<file path="config.mk">
export PLATFORM = sky130hd
export DESIGN_NAME = pnp_cfg_port
export DESIGN_NICKNAME = d
export VERILOG_FILES = /design/src/rtl/pnp_cfg_pkg.sv /design/src/rtl/pnp_cfg_ctrl.sv /design/src/rtl/pnp_cfg_regs.sv /design/src/rtl/pnp_cfg_port.sv
export SDC_FILE = /design/constraint.sdc
export NUM_CORES = 1
export LEC_CHECK = 0
export ABC_AREA = 1
export BUFFER_PORTS_ARGS = -buffer_cell sky130_fd_sc_hd__buf_2
export CAP_MARGIN = 25
export CORE_AREA = 2 2 75 77
export DETAILED_ROUTE_END_ITERATION = 10
export DIE_AREA = 0 0 77 79
export GPL_TIMING_DRIVEN = 0
export PLACE_DENSITY = 0.86
export SYNTH_ARGS = -nofsm -noshare
export SYNTH_HDL_FRONTEND = slang
export SYNTH_HIERARCHICAL = 1
export SYNTH_SLANG_ARGS = --single-unit
</file>
<file path="constraint.sdc">
create_clock -name clk -period 1.9 [get_ports clk]
set_input_delay 0.095 -clock clk [delete_from_list [all_inputs] [get_ports clk]]
set_output_delay 0.095 -clock clk [all_outputs]
set_load 0.05 [all_outputs]
</file>
<file path="src/rtl/pnp_cfg_pkg.sv">
package pnp_cfg_pkg;

  // strobes from the bus decoder to the register datapath
  typedef struct packed {
    logic idxWr;
    logic idxRd;
    logic dataWr;
    logic dataRd;
  } cfgStrobe_t;

  localparam logic [7:0] IDX_CTRL = 8'h02;
  localparam logic [7:0] IDX_LDN  = 8'h07;
  localparam logic [7:0] IDX_CS   = 8'h22;
  localparam logic [7:0] IDX_CLK  = 8'h23;
  localparam logic [7:0] IDX_SUSP = 8'h24;
  localparam logic [7:0] IDX_ACT  = 8'h30;
  localparam logic [7:0] EXIT_CMD = 8'h02;

  localparam logic [7:0] KEY_B0   = 8'h87;
  localparam logic [7:0] KEY_B1   = 8'h01;
  localparam logic [7:0] KEY_B2   = 8'h55;
  localparam logic [7:0] KEY_LOW  = 8'h55;
  localparam logic [7:0] KEY_HIGH = 8'hAA;

endpackage

</file>
<file path="src/rtl/pnp_cfg_ctrl.sv">
module pnp_cfg_ctrl
  import pnp_cfg_pkg::*;
#(
  parameter int ADDR_W = 16,
  parameter logic [ADDR_W-1:0] KEY_PORT = 16'h002E,
  parameter logic [ADDR_W-1:0] ALT_PORT = 16'h004E
) (
  input  logic              clk,
  input  logic              rstN,
  input  logic [ADDR_W-1:0] ioAddr,
  input  logic              ioWr,
  input  logic              ioRd,
  input  logic [7:0]        ioWdata,
  input  logic              exitReq,
  output cfgStrobe_t        strb,
  output logic              cfgActive,
  output logic              altBase
);

  logic [1:0]        keyIdx;
  logic [7:0]        keyWant;
  logic              keyHit;
  logic [ADDR_W-1:0] idxAddr;
  logic [ADDR_W-1:0] dataAddr;

  always_comb begin
    case (keyIdx)
      2'd0:    keyWant = KEY_B0;
      2'd1:    keyWant = KEY_B1;
      default: keyWant = KEY_B2;
    endcase
    if (keyIdx == 2'd3) keyHit = (ioWdata == KEY_LOW) || (ioWdata == KEY_HIGH);
    else                keyHit = (ioWdata == keyWant);
  end

  always_ff @(posedge clk or negedge rstN) begin
    if (!rstN) begin
      cfgActive <= 1'b0;
      keyIdx    <= 2'd0;
      altBase   <= 1'b0;
    end else if (cfgActive) begin
      keyIdx <= 2'd0;
      if (exitReq) cfgActive <= 1'b0;
    end else if (ioWr && ioAddr == KEY_PORT) begin
      if (keyHit) begin
        if (keyIdx == 2'd3) begin
          cfgActive <= 1'b1;
          altBase   <= (ioWdata == KEY_HIGH);
          keyIdx    <= 2'd0;
        end else begin
          keyIdx <= keyIdx + 2'd1;
        end
      end else begin
        keyIdx <= (ioWdata == KEY_B0) ? 2'd1 : 2'd0;
      end
    end
  end

  assign idxAddr  = altBase ? ALT_PORT : KEY_PORT;
  assign dataAddr = idxAddr + ADDR_W'(1);

  assign strb.idxWr  = cfgActive && ioWr && (ioAddr == idxAddr);
  assign strb.idxRd  = cfgActive && ioRd && (ioAddr == idxAddr);
  assign strb.dataWr = cfgActive && ioWr && (ioAddr == dataAddr);
  assign strb.dataRd = cfgActive && ioRd && (ioAddr == dataAddr);

endmodule

</file>
<file path="src/rtl/pnp_cfg_regs.sv">
module pnp_cfg_regs
  import pnp_cfg_pkg::*;
#(
  parameter int NUM_DEV = 10
) (
  input  logic               clk,
  input  logic               rstN,
  input  cfgStrobe_t         strb,
  input  logic [7:0]         ioWdata,
  input  logic               jumperSel,
  output logic [7:0]         rdData,
  output logic               exitReq,
  output logic [7:0]         curIdx,
  output logic [NUM_DEV-1:0] devEnable,
  output logic               clkSel,
  output logic               suspendFlag
);

  localparam logic [7:0] DEV_LIMIT = 8'(NUM_DEV);

  logic [7:0] idxReg;
  logic [7:0] ldnReg;
  logic       csWritten;
  logic       csBit;
  logic       chipSel;
  logic       alwaysOpen;
  logic       wrEn;
  logic       bankWr;
  logic       ldnValid;
  logic       actSel;

  assign chipSel    = !csWritten || (csBit == jumperSel);
  assign alwaysOpen = (idxReg == IDX_CTRL) || (idxReg == IDX_CS);
  assign wrEn       = strb.dataWr && (chipSel || alwaysOpen);
  assign ldnValid   = ldnReg < DEV_LIMIT;
  assign bankWr     = wrEn && (idxReg == IDX_ACT) && ldnValid;
  assign exitReq    = strb.dataWr && (idxReg == IDX_CTRL) && (ioWdata == EXIT_CMD);
  assign curIdx     = idxReg;

  always_ff @(posedge clk or negedge rstN) begin
    if (!rstN) begin
      idxReg      <= 8'h00;
      ldnReg      <= 8'h00;
      csWritten   <= 1'b0;
      csBit       <= 1'b0;
      clkSel      <= 1'b0;
      suspendFlag <= 1'b1;
    end else begin
      if (strb.idxWr) idxReg <= ioWdata;
      if (wrEn) begin
        case (idxReg)
          IDX_LDN:  ldnReg <= ioWdata;
          IDX_CS: begin
            csWritten <= 1'b1;
            csBit     <= ioWdata[7];
          end
          IDX_CLK:  clkSel      <= ioWdata[0];
          IDX_SUSP: suspendFlag <= ioWdata[0];
          default: ;
        endcase
      end
    end
  end

  // one activate flop per logical device bank
  for (genvar g = 0; g < NUM_DEV; g++) begin : g_dev
    logic actQ;
    always_ff @(posedge clk or negedge rstN) begin
      if (!rstN)                            actQ <= 1'b0;
      else if (bankWr && ldnReg == 8'(g))   actQ <= ioWdata[0];
    end
    assign devEnable[g] = actQ;
  end

  always_comb begin
    actSel = 1'b0;
    for (int k = 0; k < NUM_DEV; k++)
      if (ldnReg == 8'(k)) actSel = devEnable[k];
  end

  always_comb begin
    rdData = 8'hFF;
    if (strb.idxRd) begin
      rdData = idxReg;
    end else if (strb.dataRd && chipSel) begin
      case (idxReg)
        IDX_CTRL: rdData = 8'h00;
        IDX_LDN:  rdData = ldnReg;
        IDX_CS:   rdData = {csBit, 7'b0};
        IDX_CLK:  rdData = {7'b0, clkSel};
        IDX_SUSP: rdData = {7'b0, suspendFlag};
        IDX_ACT:  rdData = ldnValid ? {7'b0, actSel} : 8'hFF;
        default:  rdData = 8'hFF;
      endcase
    end
  end

endmodule

</file>
<file path="src/rtl/pnp_cfg_port.sv">
module pnp_cfg_port
  import pnp_cfg_pkg::*;
#(
  parameter int ADDR_W  = 16,
  parameter int NUM_DEV = 10,
  parameter logic [ADDR_W-1:0] KEY_PORT = 16'h002E,
  parameter logic [ADDR_W-1:0] ALT_PORT = 16'h004E
) (
  input  logic               clk,
  input  logic               rstN,
  input  logic [ADDR_W-1:0]  ioAddr,
  input  logic               ioWr,
  input  logic               ioRd,
  input  logic [7:0]         ioWdata,
  output logic [7:0]         ioRdata,
  input  logic               jumperSel,
  output logic [NUM_DEV-1:0] devEnable,
  output logic               cfgActive,
  output logic               clkSel,
  output logic               suspendFlag
);

  cfgStrobe_t strb;
  logic       exitReq;
  logic       altBase;
  logic [7:0] curIdx;

  pnp_cfg_ctrl #(
    .ADDR_W(ADDR_W), .KEY_PORT(KEY_PORT), .ALT_PORT(ALT_PORT)
  ) u_ctrl (
    .clk(clk), .rstN(rstN), .ioAddr(ioAddr), .ioWr(ioWr), .ioRd(ioRd),
    .ioWdata(ioWdata), .exitReq(exitReq), .strb(strb),
    .cfgActive(cfgActive), .altBase(altBase)
  );

  pnp_cfg_regs #(.NUM_DEV(NUM_DEV)) u_regs (
    .clk(clk), .rstN(rstN), .strb(strb), .ioWdata(ioWdata),
    .jumperSel(jumperSel), .rdData(ioRdata), .exitReq(exitReq),
    .curIdx(curIdx), .devEnable(devEnable), .clkSel(clkSel),
    .suspendFlag(suspendFlag)
  );

endmodule

</file>
==> flow_summary.ini, run 1 <==
[run_status]
status = complete, but fails checks
violations = negative setup slack

[power_and_ir_drop]
switching_share_pct = 23.7
switchingPower_mw = 0.358
cellPowerDensity_nw_per_um2 = 426
clkPwrFrac_pct = 44.9
power.leakage_nw = 1.84
vdd_ir_drop_max_v = 0.000243
seq_power_share_pct = 47.9
combPwrFrac_pct = 7.2
p_int_mw = 1.15

[floorplan]
dieHeight_um = 79
core-area_um2 = 5340
die_w_um = 77
start_util_pct = 47.4
pin_count = 50
die_area_um2 = 6080
fp-row-count = 27

[setup_path]
crit_top_cell = nand4_1
endpoint_kind = output pin
cp.buffers_inverters = 3
worst-endpoint-required_ns = 1.80
crit_family = simple AND/OR/NAND/NOR gates
cpMaxStageDelayCell = dfrtp_1
critical_path.max_stage_delay_ns = 0.49
crit_path_start_kind = register
critical_path_class = register to output pin
critPathMaxFanout = 5
crit_chain = nand2_1 -> inv_1 -> nand4_1 -> nand4_1 -> nand2_2 -> clkinv_4 -> a31oi_4 -> buf_6
crit_arrival_ns = 2.18

[logic_synthesis]
synthArstFlopShare_pct = 100
yosysTopAreaCellShare_pct = 32.7
synthTopCellsByArea = dfrtp_1, nand2_1, nor2_1
synth-edff-count = 0
synth_warnings = 6
synth-seq-area-share_pct = 33.7
ys_ff_latch = 34
ys.flop_type = dfrtp_1
syn_inst = 382
netlist_area_um2 = 2530
post-synth-top-count-cell = nand2_1
yosysTopAreaCell = dfrtp_1
synth_common_cells = nand2_1, nor2_1, inv_1
synth.avg_cell_area_um2 = 6.62
syn_nets = 416
yosysUniqueCellTypes = 34

[timing]
clock_skew_ns = 0.00678
worst_pin_slew_ns = 0.781
period_needed_ns = 2.28
fmax_ghz = 0.439
final-max-slew-violation-count = 0
finalSetupViolCount = 15
rsz0062_at_grt = true
layout_setup_ws_ns = -0.376
hold_viol = 0
min_period_over_period_pct = 120
hold_slack_ns = 0.110
slew_headroom_pct = 48.0

[routing]
vias_per_cell = 5.61
drc = 0
dr.first_iter.drc_count = 432
vias = 3003
totalWireLength_um = 8270
drtAntennaViolNets = 0
dr.pass1.iters = 5
wire_per_inst_um = 15.5

[placed_design]
place_congestion = 0.942
port_buffers = 49
dp_hpwl_um = 4760

[grt]
antenna_found_initial = 0
grt_pass1_vias = 2582
grt_max_degree = 35
grt.total_usage_pct = 22.9
grt_pass1_wl_um = 11300
gr-total-overflow = 0

[clock_network]
cts_tree = yes
path_clk_slew_ns = 0.08
ctsRootBufferMaster = clkbuf_8
cts_num_sinks = 34
clock_latency_ns = 0.29
numCtsBuffers = 5
cts_max_level = 2
clk_path_buf_depth = 2

[cells_and_area]
nets = 496
area_growth_pct = 40.2
diodes = 0
fin_util_pct = 66.4
drive_gt1_share_pct = 38.2

[flow_run]
cap_violations = 0

[worst_hold_path]
hp-class = primary input to register
==> kinds of logic after synthesis <==
kind of cell	after synthesis	synth area share, %
multiplexers	5	2.82
buffers and inverters	81	13.8
AO/OA/AOI/OAI	44	9.46
AND/OR/NAND/NOR	213	37.7
adder cells (fa/ha/maj)	5	2.48
flip-flops	34	33.7
==> layout by cell type (no fill, tap or decap), types with 5 or more instances in the layout <==
cell      count
nand2_1      85
inv_1        56
buf_2        42
nor2_1       40
buf_4        32
dfrtp_1      29
nor2_2       21
o21ai_0      19
nand3_1      16
nand4_1      13
nor2_4       11
buf_6         9
inv_2         8
nand2_4       8
a21oi_1       7
a21oi_2       6
clkbuf_8      5
ha_1          5
nand2_2       5
==> power groups by stage <==
| stage | registers, mW | clock network [mW] | logic (mW) |
|---|---|---|---|
| after floorplan | 0.738 | 0 | 0.0367 |
| after global placement | 0.738 | 0 | 0.0988 |
| after detailed placement | 0.738 | 0 | 0.103 |
| after CTS | 0.724 | 0.677 | 0.107 |
| after global routing | 0.723 | 0.722 | 0.121 |
| final | 0.723 | 0.677 | 0.108 |
==> per-layer routing <==
layer,GRT usage (%),part of all wire [%],vias to the layer above
met5,0,0,-
met4,10.7,4.3,0
met3,3.86,8.1,44
met2,38.0,50,198
met1,29.3,37,1402
li1,-,-,1359
==> path summary, 6_finish.rpt <==
path	endpoint	from	slack [ns]	depth (start not counted)
setup / recovery	ioRdata[1]	u_regs/curIdx[4]$_DFFE_PN0P_	-0.38	8
hold / removal	u_regs/curIdx[3]$_DFFE_PN0P_	ioWdata[3]	0.11	3
setup reg to reg	u_regs/g_dev[6].actQ$_DFFE_PN0P_	u_ctrl/altBase$_DFFE_PN0P_	-0.12	13
hold reg to reg	u_regs/csWritten$_DFFE_PN0P_	u_regs/csWritten$_DFFE_PN0P_	0.48	2
max in group asynchronous	u_regs/curIdx[1]$_DFFE_PN0P_	rstN	0.93	2
min in group asynchronous	u_regs/g_dev[3].actQ$_DFFE_PN0P_	rstN	0.42	2
==> what timing repair did <==
| item | 4_1_cts | 5_1_grt |
|---|---|---|
| hold endpoints to repair | 33 | 0 |
| resized for setup | 39 | 60 |
| pin swaps | 11 | 18 |
| buffers inserted | 4 | 18 |
| endpoints found under the setup margin | 22 | 30 |
| cloned | 0 | 1 |
| hold buffers | 1 | 0 |
==> metrics by stage <==
stage / std cells / instance area (µm²) / setup slack, ns / setup TNS, ns / total power, mW
finish: 535 / 3540 / -0.376 / -3.04 / 1.51
global route: 535 / 3540 / -0.487 / -5.41 / 1.57
CTS: 516 / 3180 / -0.297 / -1.74 / 1.51
detailed placement: 503 / 2930 / -0.244 / -2.88 / 0.841
global placement: 503 / 2930 / -0.189 / -2.53 / 0.836
floorplan: 382 / 2590 / -0.165 / -0.516 / 0.774
==> flip-flops by register name (all words and copies together), names as in the netlist <==
name	flops
u_regs/csWritten	1
u_regs/curIdx	8
u_regs/ldnReg	8
u_ctrl/keyIdx	2
u_regs/clkSel	1
u_regs/csBit	1
u_ctrl/cfgActive	1
u_ctrl/altBase	1
u_regs/g_dev.actQ	10
u_regs/suspendFlag	1
==> worst reg2reg max path, stage by stage (launching register included) <==
cell and delay, ns:
dfrtp_1 0.38, nand3_1 0.08, o21ai_1 0.07, nand3_1 0.09, or2_1 0.23, buf_4 0.14, nor2_4 0.12, nand2_4 0.10
nor3_4 0.14, buf_6 0.18, buf_4 0.13, nand2_2 0.07, a21oi_2 0.13, inv_1 0.05
==> area by class of cell <==
class	count	area [µm²]
well taps	72	90.1
clock buffers	6	72.6
clock inverters	2	37.5
inverters	67	267
fillers	424	1790
repair buffers	73	484
flip-flops and latches	34	857
plain buffers	14	106
multi-input cells	267	1630
(Power assumes the default switching activity.)
==> run 2, diff against run 1 <==
Settings changed: CELL_PAD_IN_SITES_DETAIL_PLACEMENT set to 0, CELL_PAD_IN_SITES_GLOBAL_PLACEMENT set to 1, CORE_AREA 2 2 75 77 to 2 2 88 90, DIE_AREA 0 0 77 79 to 0 0 90 92, PLACE_DENSITY 0.86 to 0.88.
==> run 2 against run 1 <==
Against the previous run: the run still ends with negative setup slack left; critical path type unchanged; clock-buffer cell count up 1; routed wire length down 25%; die area up 36%; global-route usage down 7.3 points; power down 1.7%; sequential share of layout area up 2.4 points; critical path depth up 3.
==> flow_summary.ini, run 2 (synthesis results as in run 1) <==
[clock_network]
cts_tree = yes
path_clk_slew_ns = 0.07
cts_num_sinks = 34
ctsRootBufferMaster = clkbuf_8
cts_max_level = 2
clock_latency_ns = 0.28
numCtsBuffers = 5
clk_path_buf_depth = 2

[routing]
vias = 2526
dr.pass1.iters = 4
totalWireLength_um = 6220
drc = 0
drtAntennaViolNets = 0
vias_per_cell = 4.63
wire_per_inst_um = 11.4
dr.first_iter.drc_count = 106

[cells_and_area]
area_growth_pct = 26.9
largest_reg_flops = 10
fin_util_pct = 43.1
diodes = 0
final_common_cell = nand2_1
drive_gt1_share_pct = 28.2
final_cell_mix = nand2_1, inv_1, nor2_1
top_register = u_regs/g_dev.actQ
nets = 476

[timing]
hold_viol = 0
min_period_over_period_pct = 120
clock_skew_ns = 0.00397
final-max-slew-violation-count = 0
period_needed_ns = 2.28
finalSetupViolCount = 20
worst_pin_slew_ns = 0.776
slew_headroom_pct = 48.3
layout_setup_ws_ns = -0.383
rsz0062_at_grt = true
fmax_ghz = 0.438
tns_ns = -4.36

[setup_path]
crit_family = simple AND/OR/NAND/NOR gates
timing.rr.end = u_regs/g_dev[4].actQ$_DFFE_PN0P_
crit_path_start_kind = register
critical_path.max_stage_delay_ns = 0.40
cpMaxStageDelayCell = dfrtp_1
regToRegSetupSlack_ns = -0.22
crit_top_cell = inv_1
crit_cells = 11
crit_arrival_ns = 2.19
rr_worst_depth = 9
cp.buffers_inverters = 3
crit_chain = o21ai_1 -> nand3_1 -> or2_1 -> nor2_1 -> inv_1 -> nor2_2 -> o21a_1 -> nand2_2 -> o32ai_2 -> inv_1 -> buf_6
critical_path_class = register to output pin
worst-endpoint-required_ns = 1.80
endpoint_kind = output pin
endpoint = ioRdata[7]
reg2reg_from = u_ctrl/altBase$_DFFE_PN0P_
crit_path_start = u_ctrl/altBase$_DFFE_PN0P_
critPathMaxFanout = 3

[power_and_ir_drop]
design_power_total_mw = 1.48
switching_share_pct = 22.3
switchingPower_mw = 0.331
clkPwrFrac_pct = 44.2
vdd_ir_drop_max_v = 0.000206
cellPowerDensity_nw_per_um2 = 463
p_int_mw = 1.15
seq_power_share_pct = 48.8
combPwrFrac_pct = 7.1
power.leakage_nw = 1.66

[worst_hold_path]
hp-class = primary input to register

[grt]
gr-total-overflow = 0
grt.total_usage_pct = 15.6
grt_pass1_vias = 2412
grt_pass1_wl_um = 10600
grt_max_degree = 35
antenna_found_initial = 0

[floorplan]
start_util_pct = 33.9
pin_count = 50
dieHeight_um = 92
die_area_um2 = 8280
fp-row-count = 32
core-area_um2 = 7450
die_w_um = 90

[placed_design]
port_buffers = 49
place_ws_ns = -0.263
place_congestion = 0.846
dp_hpwl_um = 4950

[run_status]
status = complete, but fails checks
violations = negative setup slack

[flow_run]
cap_violations = 0
==> run 2: cell count changes in the layout (fill, tap and decap cells not counted), moves of 3 or more <==
cell / previous run / this run
buf_4: 32 / 16
nor2_1: 40 / 50
nor2_4: 11 / 2
nand2_1: 85 / 92
a21oi_1: 7 / 13
a21oi_2: 6 / 0
nand2_4: 8 / 2
dfrtp_1: 29 / 33
dfrtp_2: 4 / 0
buf_6: 9 / 6
==> run 2: routing by layer <==
layer,share of wire (%),track usage [%],vias to the layer above
li1,-,-,1312
met5,0,0,-
met2,50,28.7,46
met1,45,18.8,1162
met4,0.84,3.21,0
met3,3.9,3.45,6
==> run 2: power groups by stage <==
| stage | Clock, mW | Combinational [mW] | Sequential (mW) |
|---|---|---|---|
| final | 0.655 | 0.105 | 0.724 |
| after floorplan | 0 | 0.0367 | 0.738 |
| after global placement | 0 | 0.102 | 0.738 |
| after global routing | 0.711 | 0.121 | 0.723 |
| after detailed placement | 0 | 0.105 | 0.738 |
| after CTS | 0.681 | 0.108 | 0.723 |
==> run 2: layout make-up <==
class	instances	area [µm²]
Fill cell	810	4240
Inverter	67	255
Timing Repair Buffer	53	317
Sequential cell	34	852
Tap cell	102	128
Clock buffer	7	76.3
Multi-Input combinational cell	267	1450
Clock inverter	1	30.0
Buffer	14	103
==> run 2: worst min-delay path: cells and delay by family <==
family / cells / cell delay (ns)
AND/OR/NAND/NOR: 1 / 0.05
buffers and inverters: 1 / 0.14
AO/OA/AOI/OAI: 1 / 0.06
==> run 2: how the worst min path moves through the flow <==
stage | start | to | slack (ns) | cells past startpoint
finish | ioWdata[0] | u_regs/curIdx[0]$_DFFE_PN0P_ | 0.10 | 3
global route | ioWdata[0] | u_regs/curIdx[0]$_DFFE_PN0P_ | 0.11 | 3
CTS | ioWdata[0] | u_regs/curIdx[0]$_DFFE_PN0P_ | 0.09 | 3
detailed placement | rstN | u_regs/clkSel$_DFFE_PN0P_ | 0.24 | 1
global placement | rstN | u_regs/clkSel$_DFFE_PN0P_ | 0.23 | 1
floorplan | rstN | u_ctrl/altBase$_DFFE_PN0P_ | -0.20 | 0
==> run 2: timing repair <==
item	in CTS	in global routing
endpoints found under the hold margin	33	0
pin swaps	0	2
setup buffers	0	3
hold buffers	1	0
endpoints found under the setup margin	25	34
resized for setup	28	12
gates cloned	0	0
==> run 2: stage by stage <==
step | cell area, µm² | hold slack [ns] | cells
detailed placement | 2960 | 0.236 | 533
floorplan | 2590 | -0.201 | 382
global placement | 2960 | 0.226 | 533
global route | 3210 | 0.113 | 545
CTS | 3150 | 0.0912 | 542
finish | 3210 | 0.102 | 545
